===== config.mk =====
export PLATFORM = sky130hd
export DESIGN_NAME = tri_phase_pwm
export DESIGN_NICKNAME = d
export VERILOG_FILES = /design/src/rtl/pwm3_pkg.sv /design/src/rtl/pwm3_carrier.sv /design/src/rtl/pwm3_phase.sv /design/src/rtl/pwm3_guard.sv /design/src/rtl/tri_phase_pwm.sv
export SDC_FILE = /design/constraint.sdc
export NUM_CORES = 1
export LEC_CHECK = 0
export BUFFER_PORTS_ARGS = -buffer_cell sky130_fd_sc_hd__buf_2
export CAP_MARGIN = 10
export CORE_MARGIN = 8
export CORE_UTILIZATION = 37
export DETAILED_ROUTE_END_ITERATION = 8
export PLACE_DENSITY = 0.61
export SKIP_LAST_GASP = 1
export SYNTH_ARGS = -nofsm -noshare
export SYNTH_HDL_FRONTEND = slang
export SYNTH_SLANG_ARGS = --single-unit

===== constraint.sdc =====
create_clock -name clk -period 5.2 [get_ports clk]
set_input_delay 0.52 -clock clk [delete_from_list [all_inputs] [get_ports clk]]
set_output_delay 0.52 -clock clk [all_outputs]
set_load 0.02 [all_outputs]

===== src/rtl/pwm3_pkg.sv =====
package pwm3_pkg;

    parameter int DIV_W = 4;

    typedef enum logic {
        SLOPE_UP   = 1'b0,
        SLOPE_DOWN = 1'b1
    } slope_e;

    typedef enum logic {
        CARRIER_SAW = 1'b0,
        CARRIER_TRI = 1'b1
    } carrier_e;

endpackage


===== src/rtl/pwm3_carrier.sv =====
module pwm3_carrier
    import pwm3_pkg::*;
#(
    parameter int CW = 16
) (
    input  logic                clk,
    input  logic                rst_n,
    input  logic                tick,
    input  logic [CW-1:0]       top_in,
    input  logic                tri_in,
    input  logic [DIV_W-1:0]    irq_div,
    output logic [CW-1:0]       cnt,
    output logic [CW-1:0]       top,
    output slope_e              slope,
    output carrier_e            mode,
    output logic                started,
    output logic                load,
    output logic                irq
);

    typedef struct packed {
        logic [CW-1:0]    cnt;
        logic [CW-1:0]    top;
        slope_e           slope;
        carrier_e         mode;
        logic             started;
        logic [DIV_W-1:0] div;
        logic             irq;
    } car_s;

    car_s s_d, s_q;
    logic wrap;
    logic [DIV_W-1:0] k_eff;
    logic [DIV_W:0]   div_next;

    always_comb begin
        s_d      = s_q;
        wrap     = 1'b0;
        load     = 1'b0;
        s_d.irq  = 1'b0;
        k_eff    = (irq_div == '0) ? DIV_W'(1) : irq_div;
        div_next = {1'b0, s_q.div} + (DIV_W+1)'(1);
        if (tick) begin
            if (!s_q.started) begin
                load        = 1'b1;
                s_d.started = 1'b1;
                s_d.cnt     = '0;
                s_d.slope   = SLOPE_UP;
                s_d.mode    = carrier_e'(tri_in);
                s_d.top     = top_in;
            end else if (s_q.mode == CARRIER_TRI) begin
                if (s_q.slope == SLOPE_UP) begin
                    if (s_q.cnt == s_q.top) s_d.slope = SLOPE_DOWN;
                    else                    s_d.cnt   = s_q.cnt + CW'(1);
                end else begin
                    if (s_q.cnt == '0) wrap      = 1'b1;
                    else               s_d.cnt   = s_q.cnt - CW'(1);
                end
            end else begin
                if (s_q.cnt == s_q.top) wrap    = 1'b1;
                else                    s_d.cnt = s_q.cnt + CW'(1);
            end
            if (wrap) begin
                load      = 1'b1;
                s_d.cnt   = '0;
                s_d.slope = SLOPE_UP;
                s_d.mode  = carrier_e'(tri_in);
                s_d.top   = top_in;
                if (div_next >= {1'b0, k_eff}) begin
                    s_d.irq = 1'b1;
                    s_d.div = '0;
                end else begin
                    s_d.div = div_next[DIV_W-1:0];
                end
            end
        end
    end

    always_ff @(posedge clk or negedge rst_n) begin
        if (!rst_n) s_q <= '0;
        else        s_q <= s_d;
    end

    assign cnt     = s_q.cnt;
    assign top     = s_q.top;
    assign slope   = s_q.slope;
    assign mode    = s_q.mode;
    assign started = s_q.started;
    assign irq     = s_q.irq;


    cnt_range_chk: assert property (@(posedge clk) disable iff (!rst_n)
        s_q.cnt <= s_q.top);


    slope_mode_chk: assert property (@(posedge clk) disable iff (!rst_n)
        (s_q.slope == SLOPE_DOWN) |-> (s_q.mode == CARRIER_TRI));


    idle_hold_chk: assert property (@(posedge clk) disable iff (!rst_n)
        !tick |=> ($stable(s_q.cnt) && $stable(s_q.top) && $stable(s_q.mode)));


    irq_src_chk: assert property (@(posedge clk) disable iff (!rst_n)
        s_q.irq |-> $past(tick));

endmodule


===== src/rtl/pwm3_phase.sv =====
module pwm3_phase
    import pwm3_pkg::*;
#(
    parameter int CW = 16
) (
    input  logic          clk,
    input  logic          rst_n,
    input  logic          load,
    input  logic [CW-1:0] width_up,
    input  logic [CW-1:0] width_dn,
    input  logic          dual_en,
    input  logic          force_en,
    input  logic          force_lvl,
    input  logic [CW-1:0] cnt,
    input  logic [CW-1:0] top,
    input  slope_e        slope,
    input  carrier_e      mode,
    output logic          active
);

    typedef struct packed {
        logic [CW-1:0] wu;
        logic [CW-1:0] wd;
        logic          fen;
        logic          flv;
    } ph_s;

    ph_s s_d, s_q;
    logic [CW-1:0] w_sel;
    logic [CW:0]   sum;

    always_comb begin
        s_d = s_q;
        if (load) begin
            s_d.wu  = width_up;
            s_d.wd  = dual_en ? width_dn : width_up;
            s_d.fen = force_en;
            s_d.flv = force_lvl;
        end
        w_sel = (slope == SLOPE_DOWN) ? s_q.wd : s_q.wu;
        sum   = {1'b0, cnt} + {1'b0, w_sel};
        if (s_q.fen)                  active = s_q.flv;
        else if (mode == CARRIER_TRI) active = (sum > {1'b0, top});
        else                          active = (cnt < w_sel);
    end

    always_ff @(posedge clk or negedge rst_n) begin
        if (!rst_n) s_q <= '0;
        else        s_q <= s_d;
    end


    width_hold_chk: assert property (@(posedge clk) disable iff (!rst_n)
        !load |=> $stable(s_q));

endmodule


===== src/rtl/pwm3_guard.sv =====
module pwm3_guard (
    input  logic       clk,
    input  logic       rst_n,
    input  logic [2:0] active,
    input  logic       started,
    input  logic       motor_mode,
    input  logic       out_en,
    input  logic       cutoff_n,
    input  logic       pos_hi,
    input  logic       neg_hi,
    output logic [2:0] pos_out,
    output logic [2:0] neg_out
);

    typedef struct packed {
        logic cut;
    } grd_s;

    grd_s s_d, s_q;
    logic drive;
    logic [2:0] pos_act, neg_act;

    always_comb begin
        s_d = s_q;
        if (!out_en)                      s_d.cut = 1'b0;
        else if (motor_mode && !cutoff_n) s_d.cut = 1'b1;
        drive   = motor_mode && out_en && started && !s_q.cut;
        pos_act = drive ? active  : 3'b000;
        neg_act = drive ? ~active : 3'b000;
        pos_out = pos_hi ? pos_act : ~pos_act;
        neg_out = neg_hi ? neg_act : ~neg_act;
    end

    always_ff @(posedge clk or negedge rst_n) begin
        if (!rst_n) s_q <= '0;
        else        s_q <= s_d;
    end


    no_shoot_through_chk: assert property (@(posedge clk) disable iff (!rst_n)
        ((pos_out ~^ {3{pos_hi}}) & (neg_out ~^ {3{neg_hi}})) == 3'b000);


    sticky_cut_chk: assert property (@(posedge clk) disable iff (!rst_n)
        (s_q.cut && out_en) |=> s_q.cut);


    cut_blank_chk: assert property (@(posedge clk) disable iff (!rst_n)
        s_q.cut |-> (pos_out == {3{!pos_hi}} && neg_out == {3{!neg_hi}}));


    disabled_idle_chk: assert property (@(posedge clk) disable iff (!rst_n)
        !(motor_mode && out_en) |-> (pos_out == {3{!pos_hi}} && neg_out == {3{!neg_hi}}));

endmodule


===== src/rtl/tri_phase_pwm.sv =====
module tri_phase_pwm
    import pwm3_pkg::*;
#(
    parameter int CW = 16
) (
    input  logic              clk,
    input  logic              rst_n,
    input  logic              tick,
    input  logic [CW-1:0]     carrier_top,
    input  logic              tri_mode,
    input  logic              dual_en,
    input  logic [3*CW-1:0]   width_a,
    input  logic [3*CW-1:0]   width_b,
    input  logic [2:0]        force_en,
    input  logic [2:0]        force_lvl,
    input  logic              pos_act_hi,
    input  logic              neg_act_hi,
    input  logic [DIV_W-1:0]  irq_div,
    input  logic              motor_mode,
    input  logic              out_en,
    input  logic              cutoff_n,
    output logic [2:0]        phase_pos,
    output logic [2:0]        phase_neg,
    output logic              carrier_irq
);

    localparam int NPH = 3;

    logic [CW-1:0] cnt, top;
    slope_e        slope;
    carrier_e      mode;
    logic          started, load;
    logic [NPH-1:0] active;

    pwm3_carrier #(.CW(CW)) u_carrier (
        .clk     (clk),
        .rst_n   (rst_n),
        .tick    (tick),
        .top_in  (carrier_top),
        .tri_in  (tri_mode),
        .irq_div (irq_div),
        .cnt     (cnt),
        .top     (top),
        .slope   (slope),
        .mode    (mode),
        .started (started),
        .load    (load),
        .irq     (carrier_irq)
    );

    for (genvar i = 0; i < NPH; i++) begin : g_phase
        pwm3_phase #(.CW(CW)) u_phase (
            .clk       (clk),
            .rst_n     (rst_n),
            .load      (load),
            .width_up  (width_a[i*CW +: CW]),
            .width_dn  (width_b[i*CW +: CW]),
            .dual_en   (dual_en),
            .force_en  (force_en[i]),
            .force_lvl (force_lvl[i]),
            .cnt       (cnt),
            .top       (top),
            .slope     (slope),
            .mode      (mode),
            .active    (active[i])
        );
    end

    pwm3_guard u_guard (
        .clk        (clk),
        .rst_n      (rst_n),
        .active     (active),
        .started    (started),
        .motor_mode (motor_mode),
        .out_en     (out_en),
        .cutoff_n   (cutoff_n),
        .pos_hi     (pos_act_hi),
        .neg_hi     (neg_act_hi),
        .pos_out    (phase_pos),
        .neg_out    (phase_neg)
    );

endmodule


After elaboration in Yosys (flattened, before gate mapping)
Cells that the tools add are included.
W data, S select, Z words.

cells by class
  $add $sub $neg = 6
  order comparisons = 7
  equality and inequality tests = 5
  multiplexer cells = 43
  bitwise gates (word level) = 3
  reductions and logical operators = 12

operators with widths
  cell                     number
  $mux W16                 12
  $add A16 B16 Y17         3
  $gt A17 B16 Y1           3
  $lt A16 B16 Y1           3
  $mux W34                 1
  $mux W1                  23
  $add A16 B1 Y16 const B  1
  $eq A16 B16 Y1           1
  $logic_not A16 Y1        1
  $sub A16 B1 Y16 const B  1
  $mux W3                  4
  $not A3 Y3               3
  $mux W4                  2
  $reduce_and A2 Y1        4
  $add A4 B1 Y5 const B    1
  $ge A5 B4 Y1             1
  $ne A5 B5 Y1 const B     1
  $logic_and A1 B1 Y1      4
  $logic_not A4 Y1         1
  $ne A3 B2 Y1 const B     1
  $logic_not A1 Y1         2
  $mux W2                  1
  $ne A2 B1 Y1 const B     1
  $ne A2 B2 Y1 const B     1

storage, ports and cells
  register bits after elaboration = 143
  bits of input ports = 132
  output and inout port bits = 7
  word-level logic and storage cells = 96

Longest topological paths before layout
Gate-level depths: netlist of run 1.

  depth after elaboration = 9
  mapped depth = 21
  gate-level depth less buffers = 19

By module
A second synthesis of run 1 with hierarchy kept.

second synthesis, totals
  cells, all modules = 1358
  area, all modules = 12499.5 sq um

modules (own cells, without submodules)
  module                           instances  cells an instance  area an instance (sq um)  seq. area each (sq um)
  pwm3_phase (g_phase[2].u_phase)  1          343                3144.3                    850.8
  pwm3_phase (g_phase[0].u_phase)  1          342                3136.8                    850.8
  pwm3_phase (g_phase[1].u_phase)  1          353                3128.0                    850.8
  pwm3_carrier                     1          303                2957.8                    1001.0
  pwm3_guard                       1          17                 132.6                     25.0

Worst setup path after synthesis of run 1
Ideal clock, no wire load.

  kind = reg-to-output
  start = reg u_carrier.s_q (netlist bit u_carrier.slope)
  end = out phase_pos[2]
  arrival time = 5.129 ns
  required time = 4.680 ns
  slack = -0.449 ns
  stages on the path, launching flop included = 18
  buffers on the path = 3
  cell sequence = dfrtp_1 clkbuf_1 buf_1 clkbuf_1 mux2i_1 ha_1 or3_1 o31ai_1 nand2_1 a31oi_1 xnor2_1 ha_1 and3_1 a221oi_1 a21oi_1 or3_1 o2111a_1 a311oi_1

between the ends
  cells in the longest elaborated chain, start to end = 8
  elaborated cells between the ends (all ways) = 9
  classes of those cells = add/sub: 1; order compare: 2; mux: 5; bitwise: 1

RTL lines
  element                   line                 text
  start: declaration        pwm3_carrier.sv:31   car_s s_d, s_q;
  start signal: assignment  pwm3_carrier.sv:80   if (!rst_n) s_q <= '0;
  start signal: assignment  pwm3_carrier.sv:81   else s_q <= s_d;
  $mux W16 *                pwm3_phase.sv:40     w_sel = (slope == SLOPE_DOWN) ? s_q.wd : s_q.wu;
  $add A16 B16 Y17          pwm3_phase.sv:41     sum = {1'b0, cnt} + {1'b0, w_sel};
  $gt A17 B16 Y1            pwm3_phase.sv:43     else if (mode == CARRIER_TRI) active = (sum > {1'b0, top});
  $mux W1 *                 pwm3_phase.sv:43
  $mux W1 *                 pwm3_phase.sv:42     if (s_q.fen) active = s_q.flv;
  $mux W3 *                 pwm3_guard.sv:28     pos_act = drive ? active : 3'b000;
  $not A3 Y3                pwm3_guard.sv:30     pos_out = pos_hi ? pos_act : ~pos_act;
  $mux W3 *                 pwm3_guard.sv:30
  end: declaration          tri_phase_pwm.sv:22  output logic [2:0] phase_pos,

Every way passes the cells marked *; elsewhere a longest branch is shown, timed or not.

Worst setup path in the final report of run 1
Same ends and word-level chain as after synthesis.

==> impl_metrics.ini, run 1 <==
[status]
status = finished with violations
failed_checks = negative setup slack

[route]
wl_per_cell_um = 17.51
vias_per_cell = 5.133
drt_wl_total_mm = 36.20
vias = 10620
first_iter_violations = 522
final_antenna_net_count = 0
route.detailed.drc = 0
drt_pass1_iterations = 5

[yosys]
synth_top_area_frac = 0.3012
synth_common_cells = 270 x nand2_1, 153 x ha_1, 143 x dfrtp_1
synth_cell_type_count = 68
netlist.top_cell.by_area = dfrtp_1
syn_inst = 1414
ys_seq_area_frac = 0.3012
syn_area_per_cell_sq_um = 8.402
syn-cell-area_sq_mm = 0.01188
ys_warn_count = 0
synth-edff-count = 0
synth_area_leaders = dfrtp_1 30%, ha_1 16%, nand2_1 8.5%
async_flop_share = 1.000
synth-main-ff-cell = dfrtp_1
synth_nets = 1702
yosysMostFrequentCell = nand2_1
synth_seq_cells = 143

[pwr]
peakVddDrop_uv = 264.0
powerDensity_mw_per_mm2 = 309.4
power.leakage_nw = 7.750

[critical_path]
cp_max_fo = 7
r2r_start = u_carrier.cnt[7]$_DFFE_PN0P_
worstPathRequired_ps = 4680
slowest_delay_ps = 430
arrival_ps = 5010
crit_slowest_cell = dfrtp_2
cp_top_family = compound AO/OA/AOI/OAI gates
critPathLaunchType = flop
rr_endpoint = g_phase[2].u_phase.s_q[29]$_DFFE_PN0P_
critical_path_buf_inv_count = 7
cpMostUsedCell = buf_4
r2r_slack_ps = 1450
cp-end-kind = primary output
worstPathCellList = buf_6 > buf_12 > buf_12 > mux2i_4 > buf_4 > ha_4 > nand2b_4 > o311ai_4 > buf_4 > nand3_4 > nand3_4 > buf_6 > a2111o_1 > o311ai_2 > ha_1 > and3_4 > a221oi_2 > a21oi_2 > or3_4 > o2111a_1 > a311oi_2 > buf_4
r2r_cells = 9
crit_type = reg2out

[timing]
max_freq_mhz = 180.9
tightest_slew_ps = 879.6
relSlewSlack = 0.4136
setup_viol = 6
rsz0062_at_grt = true
hold_viol = 0
min_period_over_period = 1.063
final_max_slew_viol_count = 0
clock_skew_ps = 14.84
finalCriticalPeriod_ps = 5527
fin_setup_tns_ps = -1119
worst_slack_ps = -326.8

[global_route]
grt_max_degree = 93
antenna_found_initial = 0
grt.overflow.total = 0
grt_pass1_wl_mm = 57.10
grt_pass1_vias = 10800
grt_use_total = 0.1867

[clocking]
clockRootBuffer = clkbuf_16
clkSinkCount = 143
cts-hold-fix-buffers = 0
tritoncts = done
clock_latency_ps = 450
cts_made_buffers = 17
htreeDepth = 4
clock_path_buffers = 2
path_clk_slew_ps = 60

[worst_hold_path]
hp-class = in2async

[cells_and_area]
fin_nets = 1941
post-route-cell-area_sq_mm = 0.01548
drive_above_1_share = 0.2677
diodes = 0
areaGrowthSynthToFinish_pct = 30.34

[die]
fp-row-count = 65
ios = 139
die_w_um = 195.2
die_h_um = 195.2
coreArea_sq_mm = 0.03156
start_util = 0.3765
dieArea_sq_mm = 0.03810

[place]
place_area_sq_mm = 0.01361
dp_hpwl_mm = 27.15
place.gp.congestion = 0.9055
portBuffers = 138

[job]
maxCapViolCount = 0
[area by class of cell]
| class | instances | area [sq um] |
|---|---|---|
| Fill cell | 3009 | 16070 |
| Inverter | 109 | 409.1 |
| Multi-Input combinational cell | 1107 | 8531 |
| Sequential cell | 143 | 3580 |
| Clock inverter | 13 | 157.7 |
| Timing Repair Buffer | 275 | 1862 |
| Tap cell | 402 | 503.0 |
| Clock buffer | 19 | 442.9 |
[placed cells by master (no fill, tap or decap), types with 7 or more instances in the layout]
cell type,synthesis,routed
a21oi_2,0,7
xnor2_1,48,46
nor4_1,13,9
nand2b_1,13,11
or3_1,13,11
nor3_1,22,17
nand3_1,28,21
nand4_1,16,16
a21oi_1,54,47
buf_4,2,127
nor2b_1,17,16
dfrtp_1,143,142
nor2_1,80,75
o21ai_1,14,17
a21o_1,18,18
o21bai_1,11,10
clkbuf_16,0,18
nand2_1,270,266
o21ai_0,93,87
xor2_1,23,23
buf_2,10,131
inv_1,109,104
ha_1,153,135
and3_1,9,7
buf_6,9,10
ha_4,0,15
mux2i_2,0,11
mux2i_1,95,73
mux2i_4,0,11
[sequential cells by signal (all words and copies together) (netlist names)]
register             count
u_carrier.irq            1
u_guard.s_q              1
g_phase.u_phase.s_q    102
u_carrier.mode           1
u_carrier.cnt           16
u_carrier.started        1
u_carrier.s_q            4
u_carrier.slope          1
u_carrier.top           16
[report_power, final]
part,leakage (nW),total (mW),internal [mW],switching [mW]
clock,0.289,1.27,0.731,0.539
combinational,5.63,2.13,0.977,1.16
sequential,1.83,1.39,1.23,0.161
[worst max path at each step]
stage,slack [ps],depth (start not counted),from,end
after floorplan,40,18,u_carrier.slope$_DFFE_PN0P_,phase_pos[2]
after global placement,-80,21,u_carrier.slope$_DFFE_PN0P_,phase_pos[2]
after detailed placement,-250,20,u_carrier.slope$_DFFE_PN0P_,phase_pos[1]
after CTS,-340,23,u_carrier.slope$_DFFE_PN0P_,phase_pos[2]
after global routing,-500,20,u_carrier.slope$_DFFE_PN0P_,phase_pos[2]
final,-330,22,u_carrier.slope$_DFFE_PN0P_,phase_pos[2]
[per-stage QoR]
step           cells    util  setup slack [ps]  power (mW)  hold slack (ps)
5_1_grt         2068  0.4907            -503.8       5.110            212.6
3_3_place_gp    1998  0.4312            -76.41       3.117            458.4
6_report        2068  0.4907            -326.8       4.791            144.0
2_1_floorplan   1414       -             35.62       2.479            224.4
4_1_cts         2053  0.4740            -341.1       4.668            186.6
3_5_place_dp    1998  0.4312            -254.3       3.154            458.6
[metal layers]
metal	share of wire	track usage	wire length, um
met4	0.027	0.07383	986
met5	0	0	0
met1	0.47	0.2444	17100
met3	0.039	0.03542	1423
met2	0.46	0.3006	16690
[kinds of logic (layout without fill, tap and decap cells)]
logic type	Yosys count	in the layout	synth area share
compound gates	272	272	0.1449
fa+ha+maj	156	156	0.1662
simple gates	510	510	0.1933
mux	98	98	0.08289
flops	143	143	0.3012
xor+xnor	71	71	0.05234
buf+inv	164	416	0.05919
[what timing repair did]
item                       CTS  global route
setup endpoints to repair    6             6
cloned                       0             1
setup buffers               26            15
gates resized for setup    120            75
pin swaps                   67            55
No activity file was read; power rests on OpenSTA's default activity.
==> inputs of run 2 (changes only) <==
GPL_TIMING_DRIVEN = 0   (was not set)
PLACE_DENSITY = 0.59   (was 0.61)
clock period = 6.37 ns   (was 5.2 ns; I/O delays follow)
==> impl_metrics.ini, run 2 (same netlist as run 1, synthesis figures left out) <==
[status]
status = finished clean

[global_route]
grt_pass1_wl_mm = 58.92
met1_usage = 0.2668
grt_use_total = 0.1950
grt_max_degree = 82
met3_usage = 0.03215
grt_pass1_vias = 10560
grt.overflow.total = 0
busiest_layer = met2
grt_use_met2 = 0.3132
antenna_found_initial = 0

[cells_and_area]
diodes = 0
fill_cells = 3169
postLayoutCoreUtil = 0.4397
final_cell_mix = 270 x nand2_1, 153 x ha_1, 145 x buf_2
layout_commonest_cell = nand2_1
drive_above_1_share = 0.1497
largest_register = g_phase.u_phase.s_q
largest_reg_flops = 102
areaGrowthSynthToFinish_pct = 16.78
fin_nets = 1858

[critical_path]
critPathLaunchType = flop
cp-end-kind = primary output
r2r_cells = 10
worstPathRequired_ps = 5730
arrival_ps = 5500
crit_type = reg2out
cp_max_fo = 10

[timing]
rsz0062_at_grt = true
hold_viol = 0
finalCriticalPeriod_ps = 6135
tightest_slew_ps = 991.1
setup_viol = 0
relSlewSlack = 0.3393
clock_skew_ps = 11.06
max_freq_mhz = 163.0
final_max_slew_viol_count = 0
min_period_over_period = 0.9631
worst_slack_ps = 234.9

[clocking]
tritoncts = done
clock_path_buffers = 2
cts_made_buffers = 17
clkSinkCount = 143
clockRootBuffer = clkbuf_16
htreeDepth = 4
cts-hold-fix-buffers = 0
clock_latency_ps = 430
path_clk_slew_ps = 70

[route]
route.detailed.drc = 0
wl_per_cell_um = 18.60
vias_per_cell = 5.221
vias = 10360
drt_pass1_iterations = 4
first_iter_violations = 556
final_antenna_net_count = 0
drt_wl_total_mm = 36.92

[pwr]
power.leakage_nw = 7.089
peakVddDrop_uv = 176.8
total_power_mw = 3.452
powerDensity_mw_per_mm2 = 248.8

[place]
dp_slack_ps = -750.1
portBuffers = 136
dp_hpwl_mm = 29.03
place.gp.congestion = 0.9270

[job]
maxCapViolCount = 0

[die]
coreArea_sq_mm = 0.03156
fp-row-count = 65
start_util = 0.3765
die_h_um = 195.2
dieArea_sq_mm = 0.03810
ios = 139
die_w_um = 195.2

[worst_hold_path]
hp-class = in2async
run 2: layout make-up:
| type | instances | area (sq um) | share of cell area |
|---|---|---|---|
| clock buffers | 18 | 429.2 | 0.03093 |
| clock inverters | 14 | 123.9 | 0.008929 |
| repair buffers | 139 | 729.5 | 0.05258 |
| flip-flops and latches | 143 | 3581 | 0.2581 |
| multi-input cells | 1107 | 7781 | 0.5609 |
| inverters | 109 | 409.1 | 0.02949 |
| plain buffers | 53 | 316.6 | 0.02282 |
| well taps | 402 | 503.0 | 0.03626 |
run 2: where the power goes:
| part | total (mW) | internal [mW] | switching (mW) |
|---|---|---|---|
| combinational | 1.32 | 0.552 | 0.763 |
| sequential | 1.15 | 1.00 | 0.149 |
| clock | 0.986 | 0.513 | 0.473 |
| total | 3.45 | 2.07 | 1.39 |
run 2: worst max-delay path, cell delays in order (launching register included):
cell	delay, ps
dfrtp_2	440
buf_6	220
buf_8	210
mux2i_2	280
inv_1	70
ha_1	230
or3_1	400
o211a_1	270
or2_2	340
a211o_1	270
o311ai_1	80
xor2_1	120
ha_1	330
nand3_2	130
nor3_4	240
o41ai_2	110
a31oi_1	260
nor3b_2	110
or4b_2	610
and4_1	210
buf_2	160
run 2: worst paths after layout:
check,startpoint,slack (ps),to
max in group asynchronous,rst_n,5330,g_phase[1].u_phase.s_q[28]$_DFFE_PN0P_
min,rst_n,190,g_phase[0].u_phase.s_q[26]$_DFFE_PN0P_
min in group clk,force_lvl[2],390,g_phase[2].u_phase.s_q[0]$_DFFE_PN0P_
min reg2reg,g_phase[2].u_phase.s_q[20]$_DFFE_PN0P_,470,g_phase[2].u_phase.s_q[20]$_DFFE_PN0P_
max,u_carrier.slope$_DFFE_PN0P_,230,phase_pos[1]
max reg2reg,u_carrier.cnt[7]$_DFFE_PN0P_,2870,g_phase[1].u_phase.s_q[25]$_DFFE_PN0P_
run 2: stage by stage:
| step | cell area (sq um) | cells | setup TNS (ps) | hold WS, ps |
|---|---|---|---|---|
| detailed placement | 13100 | 1953 | -2672 | 458.3 |
| global placement | 13060 | 1952 | -2414 | 454.7 |
| CTS | 13710 | 1984 | 0 | 211.0 |
| finish | 13870 | 1985 | 0 | 190.5 |
| global route | 13870 | 1985 | -91.46 | 224.1 |
| floorplan | 11880 | 1414 | 0 | 341.4 |
run 2: what timing repair did:
item	in CTS	in global routing
pin swaps	0	6
gates resized for setup	31	28
setup buffers	0	2
setup endpoints to repair	6	6
run 2: layer usage:
metal | up-vias | wire length, um
met4 | 0 | 785
met1 | 4861 | 17290
li1 | 5196 | -
met5 | - | 0
met2 | 263 | 17000
met3 | 44 | 1845
